==> config.mk <==
export PLATFORM = sky130hd
export DESIGN_NAME = fifo_pair_join
export DESIGN_NICKNAME = d
export VERILOG_FILES = /design/src/rtl/fjp_pkg.sv /design/src/rtl/fjp_join_ctrl.sv /design/src/rtl/fjp_fifo_core.sv /design/src/rtl/fjp_err_flags.sv /design/src/rtl/fifo_pair_join.sv
export SDC_FILE = /design/constraint.sdc
export NUM_CORES = 1
export LEC_CHECK = 0
export BUFFER_PORTS_ARGS = -buffer_cell sky130_fd_sc_hd__buf_2
export CAP_MARGIN = 25
export CELL_PAD_IN_SITES_DETAIL_PLACEMENT = 0
export CELL_PAD_IN_SITES_GLOBAL_PLACEMENT = 2
export CORE_ASPECT_RATIO = 1.4
export CORE_MARGIN = 2
export CORE_UTILIZATION = 30
export CTS_BUF_LIST = sky130_fd_sc_hd__clkbuf_4
export CTS_CLUSTER_SIZE = 10
export DETAILED_ROUTE_END_ITERATION = 6
export GPL_ROUTABILITY_DRIVEN = 0
export PLACE_DENSITY_LB_ADDON = 0.1
export SLEW_MARGIN = 5
export SYNTH_ARGS = -nofsm -noshare
export SYNTH_HDL_FRONTEND = slang
export SYNTH_SLANG_ARGS = --single-unit
==> constraint.sdc <==
create_clock -name clk -period 5.7 [get_ports clk]
set_clock_uncertainty 0.2 [all_clocks]
set_input_delay 1.14 -clock clk [delete_from_list [all_inputs] [get_ports clk]]
set_output_delay 1.14 -clock clk [all_outputs]
set_load 0.02 [all_outputs]
==> src/rtl/fjp_pkg.sv <==
package fjp_pkg;

    typedef enum logic [1:0] {
        MODE_DUPLEX  = 2'd0,
        MODE_TX_DEEP = 2'd1,
        MODE_RX_DEEP = 2'd2
    } join_mode_e;

    // bit 0 = join-receive (has priority), bit 1 = join-transmit
    function automatic join_mode_e decode_join(input logic [1:0] j);
        if (j[0])      return MODE_RX_DEEP;
        else if (j[1]) return MODE_TX_DEEP;
        else           return MODE_DUPLEX;
    endfunction

endpackage

==> src/rtl/fjp_join_ctrl.sv <==
module fjp_join_ctrl
    import fjp_pkg::*;
(
    input  logic       clk,
    input  logic       rst_n,
    input  logic [1:0] cfg_join,
    output logic       flush,
    output logic       tx_en,
    output logic       rx_en,
    output logic       tx_joined,
    output logic       rx_joined
);

    join_mode_e mode_q;
    logic [1:0] join_q;

    // REJOIN when the setting differs from the registered copy, else STAY
    assign flush = (cfg_join != join_q);

    // state register
    always_ff @(posedge clk) begin
        if (!rst_n) begin
            mode_q <= MODE_DUPLEX;
            join_q <= 2'b00;
        end else if (flush) begin
            mode_q <= decode_join(cfg_join);
            join_q <= cfg_join;
        end
    end

    // outputs decoded from the state
    always_comb begin
        tx_en     = 1'b1;
        rx_en     = 1'b1;
        tx_joined = 1'b0;
        rx_joined = 1'b0;
        unique case (mode_q)
            MODE_DUPLEX: ;
            MODE_TX_DEEP: begin
                tx_joined = 1'b1;
                rx_en     = 1'b0;
            end
            MODE_RX_DEEP: begin
                rx_joined = 1'b1;
                tx_en     = 1'b0;
            end
            default: ;
        endcase
    end

endmodule

==> src/rtl/fjp_fifo_core.sv <==
module fjp_fifo_core #(
    parameter int W    = 32,
    parameter int HALF = 4,
    localparam int SLOTS = 2 * HALF,
    localparam int PW    = (SLOTS > 1) ? $clog2(SLOTS) : 1,
    localparam int LVLW  = $clog2(SLOTS + 1)
) (
    input  logic            clk,
    input  logic            rst_n,
    input  logic            flush,
    input  logic            enable,
    input  logic            joined,
    input  logic            push,
    input  logic [W-1:0]    push_data,
    input  logic            pop,
    output logic [W-1:0]    head,
    output logic            full,
    output logic            empty,
    output logic [LVLW-1:0] level
);

    logic [W-1:0]    mem [SLOTS];
    logic [PW-1:0]   wr_ptr, rd_ptr;
    logic [LVLW-1:0] count;
    logic [LVLW-1:0] cap;
    logic            do_push, do_pop;

    assign cap     = joined ? LVLW'(SLOTS) : LVLW'(HALF);
    assign full    = !enable || (count == cap);
    assign empty   = !enable || (count == '0);
    assign level   = enable ? count : '0;
    assign do_push = push && !full && !flush;
    assign do_pop  = pop && !empty && !flush;
    assign head    = empty ? '0 : mem[rd_ptr];

    function automatic logic [PW-1:0] bump(input logic [PW-1:0] p);
        return (p == PW'(SLOTS - 1)) ? '0 : p + PW'(1);
    endfunction

    always_ff @(posedge clk) begin
        if (do_push) mem[wr_ptr] <= push_data;
    end

    always_ff @(posedge clk) begin
        if (!rst_n || flush) begin
            wr_ptr <= '0;
            rd_ptr <= '0;
            count  <= '0;
        end else begin
            if (do_push) wr_ptr <= bump(wr_ptr);
            if (do_pop)  rd_ptr <= bump(rd_ptr);
            count <= count + LVLW'(do_push) - LVLW'(do_pop);
        end
    end

endmodule

==> src/rtl/fjp_err_flags.sv <==
module fjp_err_flags #(
    parameter int N = 4
) (
    input  logic         clk,
    input  logic         rst_n,
    input  logic [N-1:0] set_ev,
    input  logic [N-1:0] clr,
    output logic [N-1:0] flags
);

    // a new event beats a clear of the same bit
    always_ff @(posedge clk) begin
        if (!rst_n) flags <= '0;
        else        flags <= (flags & ~clr) | set_ev;
    end

endmodule

==> src/rtl/fifo_pair_join.sv <==
module fifo_pair_join #(
    parameter int W          = 32,
    parameter int HALF_DEPTH = 4,
    localparam int LVLW      = $clog2(2 * HALF_DEPTH + 1)
) (
    input  logic              clk,
    input  logic              rst_n,
    input  logic [1:0]        cfg_join,
    input  logic              bus_tx_push,
    input  logic [W-1:0]      bus_tx_data,
    input  logic              bus_rx_pop,
    output logic [W-1:0]      bus_rx_data,
    input  logic              sh_tx_pull,
    output logic [W-1:0]      sh_tx_data,
    input  logic              sh_rx_push,
    input  logic [W-1:0]      sh_rx_data,
    output logic              tx_full,
    output logic              tx_empty,
    output logic              rx_full,
    output logic              rx_empty,
    output logic [2*LVLW-1:0] fifo_level,
    output logic [3:0]        dbg_flags,
    input  logic [3:0]        dbg_clr,
    output logic              dreq_tx,
    output logic              dreq_rx
);

    logic            flush, tx_en, rx_en, tx_joined, rx_joined;
    logic [LVLW-1:0] tx_lvl, rx_lvl;
    logic [3:0]      err_ev;

    fjp_join_ctrl u_join (
        .clk(clk), .rst_n(rst_n), .cfg_join(cfg_join), .flush(flush),
        .tx_en(tx_en), .rx_en(rx_en),
        .tx_joined(tx_joined), .rx_joined(rx_joined)
    );

    fjp_fifo_core #(.W(W), .HALF(HALF_DEPTH)) u_txq (
        .clk(clk), .rst_n(rst_n), .flush(flush), .enable(tx_en),
        .joined(tx_joined), .push(bus_tx_push), .push_data(bus_tx_data),
        .pop(sh_tx_pull), .head(sh_tx_data), .full(tx_full),
        .empty(tx_empty), .level(tx_lvl)
    );

    fjp_fifo_core #(.W(W), .HALF(HALF_DEPTH)) u_rxq (
        .clk(clk), .rst_n(rst_n), .flush(flush), .enable(rx_en),
        .joined(rx_joined), .push(sh_rx_push), .push_data(sh_rx_data),
        .pop(bus_rx_pop), .head(bus_rx_data), .full(rx_full),
        .empty(rx_empty), .level(rx_lvl)
    );

    // error events; a flushing cycle drops traffic silently
    assign err_ev[0] = sh_tx_pull  && tx_empty && !flush;
    assign err_ev[1] = bus_tx_push && tx_full  && !flush;
    assign err_ev[2] = sh_rx_push  && rx_full  && !flush;
    assign err_ev[3] = bus_rx_pop  && rx_empty && !flush;

    fjp_err_flags #(.N(4)) u_err (
        .clk(clk), .rst_n(rst_n), .set_ev(err_ev), .clr(dbg_clr),
        .flags(dbg_flags)
    );

    assign fifo_level = {rx_lvl, tx_lvl};
    assign dreq_tx    = !tx_full;
    assign dreq_rx    = !rx_empty;

endmodule

==> impl_metrics.yaml, run 1 <==
timing:
  finalCritPeriodShare_pct: 80.64
  worst_pin_slew_ps: 902.7
  unrepaired_setup_endpoints_after_global_routing: "false"
  slew_violations: 0
  setup_viol: 0
  final.setup.tns_ps: 0
  min_period_ps: 4596
  hold_violations_final: 0
  hold_ws_ps: 267.9
  maxClockFrequency_ghz: 0.2176
  slew_headroom_pct: 39.67
status:
  run_status: "completed"
global_routing:
  gr-usage-all-layers_pct: 14.31
  maximum_number_of_pins_on_one_net_before_global_route_repair: 65
  grt_first_pass_wirelength_mm: 76.31
  via_count_of_the_first_global_routing_pass: 12190
  grt_antenna_before_repair: 8
  overflow: 0
synth:
  post_synth_fa_ha_maj_area_fraction_pct: 1.183
  yosys.area_share.simple_pct: 3.737
  synth-compound-area-share_pct: 1.259
  synth_top_family_by_area: "multiplexers"
  yosys_warnings: 0
  yosysSeqAreaShare_pct: 75.07
  async_set_or_reset_flop_fraction_in_the_synthesized_netlist_pct: 0
  netlist-cell-type-count: 50
  yosys_most_used_dff: "edfxtp_1"
  multiplexer_share_of_the_synthesized_area_pct: 16.68
  synth_seq_cells: 545
  syn_area_mm2: 0.02136
  post_synthesis_share_of_cell_area_spent_on_xor_and_xnor_gates_pct: 0.3690
  synthesis.instances: 1031
  synth_nets: 1126
  syn_area_per_cell_um2: 20.72
  synth_enable_flop_cells: 512
setup_path:
  crit_path_start_kind: "flop"
  critical_path_peak_fanout: 37
  reg2reg_setup_slack_ps: 2760
  critical_path_class: "reg2out"
  cpMaxStageDelayCell: "dfxtp_4"
  reg_to_reg_startpoint: "u_join.join_q[0]$_SDFFE_PN0N_"
  timing.critical_path.slowest_cell_delay_ps: 900
  crit_path_end_kind: "output port"
  worst-r2r-cell-count: 5
  crit_required_ps: 4360
  worst_r2r_endpoint: "u_txq.mem[4][8]$_DFFE_PP_"
  crit_chain: "buf_4 > mux4_2 > mux2i_1 > nor2_1 > buf_2"
  worstPathArrival_ps: 3260
cts:
  h-tree-depth: 4
  ctsLongestPathBuffers: 3
  cts_made_buffers: 143
  clock_tree.root_cell: "clkbuf_4"
  clk_pin_slew_worst_paths_ps: 70
  postcts_resize_cnt: 0
  postCtsHoldBufs: 0
  cts.repair_timing.setup_buffer_count: 0
  clock_sinks: 545
  clock_latency_reported_for_the_late_side_of_the_worst_skew_pair_ps: 920
  tritoncts: "built"
finish:
  final_cell_count_no_fill: 2340
  nNetsFinal: 1406
  final_cell_mix: "512 x edfxtp_1, 209 x clkbuf_4, 157 x buf_2, 128 x mux4_2, 94 x nor2_1"
  post_route_cells_drive_above_1_share_pct: 40.58
  fraction_of_the_core_area_covered_by_cells_at_the_end_of_the_flow_pct: 35.83
  finalInstanceArea_mm2: 0.02521
  layout.cells.most_common: "edfxtp_1"
  synthToLayoutAreaGrowth_pct: 18.04
die:
  row_count: 115
  die_area_mm2: 0.07338
  ioPinCount: 158
  floorplan.initialDensity_pct: 30.36
  core_area_mm2: 0.07036
  die_w_um: 229.5
  die_height_um: 319.7
drt:
  drtAntennaViolNets: 0
  route.detailed.wl_per_inst_um: 21.87
  route.final.wire_length_mm: 51.18
  detail_route.drc_violations: 0
  avgViaCountPerCell: 4.674
  via_count: 10940
  detailedRoute.firstPassIterationCount: 6
  drt_iter0_markers: 549
worst_hold_path:
  worstHoldPathType: "reg2reg"
  worstHoldStart: "u_rxq.rd_ptr[1]$_SDFFE_PP0P_"
  worstHoldPathCells: 2
place:
  io_buffers: 157
  place.detailed.hpwl_mm: 27.92
  postPlaceCellArea_mm2: 0.02342
  dp.cells: 2102
run:
  max_cap_viol_count: 0
power_and_ir_drop:
  total_leakage_power_nw: 8.230
  p_per_area_mw_per_mm2: 316.4
  power.ir.vdd_worst_mv: 0.1355
cells in the mapped netlist, drive strengths merged, types with 6 or more instances:
cell,instances,share of area (%)
nor4,6,0.18
nand2,6,0.11
a21oi,14,0.35
nor4b,8,0.50
nor2,95,1.7
ha,17,1.0
mux2i,68,3.2
mux4,128,13
nand4,6,0.18
buf,32,0.97
clkbuf,17,0.30
dfxtp,33,3.1
and3,6,0.18
o31ai,6,0.21
edfxtp,512,72
inv,24,0.42
stage by stage:
stage,power [mW],worst slack [ps]
floorplan,4.576,66.04
global placement,4.679,1915
detailed placement,4.684,1930
CTS,8.162,805.1
global route,8.362,729.8
finish,7.978,1104
how the worst max path moves through the flow:
stage	startpoint	end	slack (ps)
finish	flop	sh_tx_data[6]	1100
global route	flop	sh_tx_data[12]	730
floorplan	cfg_join[0]	u_txq.mem[0][0]$_DFFE_PP_	70
CTS	flop	sh_tx_data[6]	810
detailed placement	flop	sh_tx_data[6]	1930
global placement	flop	sh_tx_data[12]	1910
flip-flops by register name, indices dropped and copies added (netlist names), named ones only:
signal and flops:
u_rxq.mem 256, u_txq.mem 256, u_err.flags 4, u_rxq.count 4, u_txq.count 4, u_rxq.rd_ptr 3
u_rxq.wr_ptr 3, u_txq.rd_ptr 3, u_txq.wr_ptr 3, u_join.join_q 2, u_join.mode_q 1
metal layers:
| layer | part of all wire [%] | GRT usage, % | vias up |
|---|---|---|---|
| met5 | 0.15 | 0 | - |
| met2 | 53 | 25.20 | 265 |
| met3 | 5.0 | 4.315 | 101 |
| met1 | 40 | 15.98 | 5703 |
| li1 | - | - | 4857 |
| met4 | 2.2 | 6.104 | 12 |
layout make-up:
type / count / area (um2)
fillers: 6677 / 45150
flip-flops and latches: 545 / 16050
multi-input cells: 413 / 5072
clock buffers: 209 / 1569
well taps: 936 / 1171
repair buffers: 184 / 1039
clock inverters: 27 / 219.0
inverters: 24 / 90.09
diodes: 2 / 5.005
where the power goes:
group / switching (mW) / internal, mW
sequential: 0.00954 / 4.40
combinational: 0.124 / 0.0617
clock: 1.54 / 1.84
total: 1.68 / 6.30
cells by family after synthesis:
group | count (synthesis)
fa+ha+maj | 19
buf+inv | 73
compound gates | 38
flops | 545
xor+xnor | 9
simple gates | 151
mux | 196
worst max-delay path: cells and delay by family (launching register included):
family	cells	cell delay, ps
mux	2	700
flops	1	900
buf+inv	2	640
simple gates	1	70
No activity file was read; power rests on OpenSTA's default activity.
==> inputs of run 2 (changes only) <==
==> constraint.sdc (replaced) <==
create_clock -name clk -period 3.8 [get_ports clk]
set_clock_uncertainty 0.2 [all_clocks]
set_input_delay 0.76 -clock clk [delete_from_list [all_inputs] [get_ports clk]]
set_output_delay 0.76 -clock clk [all_outputs]
set_load 0.02 [all_outputs]
==> run 2 against run 1 <==
Sequential share of layout area is 3.2 points lower; global-route usage hardly changed; critical path depth is 1 higher; hold slack better by 4.9 ps; design area is 5.3% higher; combinational power is 96% higher; via count is 2.7% higher; first-iteration DRC count is 14% lower; largest cell class unchanged; largest power group unchanged; highest routed layer unchanged.
==> impl_metrics.yaml, run 2 (same netlist as run 1, synthesis figures left out) <==
status:
  run_status: "completed"
finish:
  nNetsFinal: 1506
  layout.cells.most_common: "edfxtp_1"
  synthToLayoutAreaGrowth_pct: 24.28
  final_cell_mix: "512 x edfxtp_1, 208 x clkbuf_4, 156 x buf_2, 128 x mux4_2, 93 x nor2_1"
  post_route_cells_drive_above_1_share_pct: 39.35
  reg_top3: "u_rxq.mem: 256 flops, u_txq.mem: 256 flops"
drt:
  via_count: 11230
  routed_met1_length_mm: 19.97
  met2WireLength_mm: 27.59
  top_signal_layer_used: "met5"
  detail_route.drc_violations: 0
  dr_wl_met3_mm: 2.318
  route.final.wire_length_mm: 50.89
  avgViaCountPerCell: 4.600
  drt_iter0_markers: 472
  drtAntennaViolNets: 0
  route.detailed.wl_per_inst_um: 20.85
  detailedRoute.firstPassIterationCount: 4
setup_path:
  crit_path_end_kind: "output port"
  crit_required_ps: 2840
  critical_path_class: "reg2out"
  worstPathArrival_ps: 2630
  worstSetupEndpoint: "sh_tx_data[11]"
  worst-r2r-cell-count: 7
  worst_r2r_endpoint: "u_err.flags[0]$_SDFF_PN0_"
  reg_to_reg_startpoint: "u_join.mode_q[0]$_SDFFE_PN0N_"
  critical_path_peak_fanout: 13
  reg2reg_setup_slack_ps: 960
  crit_path_start_kind: "flop"
cts:
  clock_latency_reported_for_the_late_side_of_the_worst_skew_pair_ps: 900
  cts_made_buffers: 141
  h-tree-depth: 4
  clock_tree.root_cell: "clkbuf_4"
  clock_sinks: 545
  clk_pin_slew_worst_paths_ps: 70
  ctsLongestPathBuffers: 3
  tritoncts: "built"
timing:
  final.setup.tns_ps: 0
  unrepaired_setup_endpoints_after_global_routing: "true"
  setup_slack_ps: 210.2
  setup_viol: 0
  slew_violations: 0
  finalCritPeriodShare_pct: 94.47
  hold_violations_final: 0
  slew_headroom_pct: 61.49
  min_period_ps: 3590
  maxClockFrequency_ghz: 0.2786
  worst_pin_slew_ps: 576.9
global_routing:
  overflow: 0
  maximum_number_of_pins_on_one_net_before_global_route_repair: 65
  via_count_of_the_first_global_routing_pass: 12710
  gr-usage-all-layers_pct: 14.34
  grt_first_pass_wirelength_mm: 77.42
  grt_antenna_before_repair: 4
die:
  core_area_mm2: 0.07036
  die_w_um: 229.5
  die_height_um: 319.7
  die_area_mm2: 0.07338
  ioPinCount: 158
  floorplan.initialDensity_pct: 30.36
  row_count: 115
power_and_ir_drop:
  design_power_total_mw: 11.96
  total_leakage_power_nw: 8.744
  p_per_area_mw_per_mm2: 450.7
  power.ir.vdd_worst_mv: 0.2315
worst_hold_path:
  worstHoldPathCells: 2
  worstHoldPathType: "reg2reg"
place:
  place.detailed.hpwl_mm: 29.16
  dp_slack_ps: 655.4
  io_buffers: 157
run:
  max_cap_viol_count: 0
## run 2: cell count changes in the layout (fill, tap and decap cells not counted), moves of 3 or more
cell	previous run	this run
dlygate4sd3_1	0	82
buf_6	0	3
nor4_2	6	0
nor4_4	0	6
mux2i_1	68	65
inv_2	5	2
buf_12	4	23
mux2i_2	0	3
buf_4	23	20
## run 2: where the power goes
part           internal, mW  switching (mW)
Sequential             6.59          0.0138
Clock                  2.69            2.31
Combinational         0.157           0.209
Total                  9.44            2.53
## run 2: layer usage
| layer | up-vias | global-route usage [%] |
|---|---|---|
| li1 | 5038 | - |
| met1 | 5833 | 15.86 |
| met2 | 274 | 26.10 |
| met3 | 82 | 3.941 |
| met4 | 2 | 5.253 |
| met5 | - | 0 |
## run 2: cell type report
class / count / area [um2]
clock buffers: 208 / 1562
flip-flops and latches: 545 / 16050
multi-input cells: 413 / 5162
well taps: 936 / 1171
inverters: 24 / 95.09
fillers: 6614 / 43820
clock inverters: 26 / 193.9
repair buffers: 286 / 2301
diodes: 3 / 7.507
## run 2: how the worst min path moves through the flow
stage	from	end	slack, ps
final	u_rxq.rd_ptr[1]$_SDFFE_PP0P_	flop	270
after global routing	u_rxq.rd_ptr[1]$_SDFFE_PP0P_	flop	300
after CTS	sh_rx_data[27]	u_rxq.mem[6][27]$_DFFE_PP_	250
after detailed placement	u_rxq.rd_ptr[1]$_SDFFE_PP0P_	flop	270
after global placement	u_rxq.rd_ptr[1]$_SDFFE_PP0P_	flop	260
after floorplan	u_rxq.rd_ptr[1]$_SDFFE_PP0P_	flop	250
## run 2: stage by stage
step	hold slack, ps	utilization (%)	cell area, um2	instances
after CTS	246.9	37.71	26530	2437
after floorplan	251.1	-	21460	1031
after detailed placement	265.5	33.82	23800	2112
after global routing	304.4	37.73	26540	2441
final	272.8	37.73	26540	2441
after global placement	260.9	33.82	23800	2112
## run 2: timing repair
| action | CTS | global route |
|---|---|---|
| resized for setup | 13 | 4 |
| hold endpoints to repair | 530 | 0 |
| hold buffers | 82 | 0 |
| buffers inserted | 9 | 2 |
| endpoints found under the setup margin | 62 | 26 |
| gates cloned | 1 | 0 |
## run 2: critical path, stage by stage, from the launching register on
cell	delay [ps]
dfxtp_4	420
buf_4	150
buf_16	160
mux4_2	520
mux2i_2	220
nor2_1	60
buf_2	170
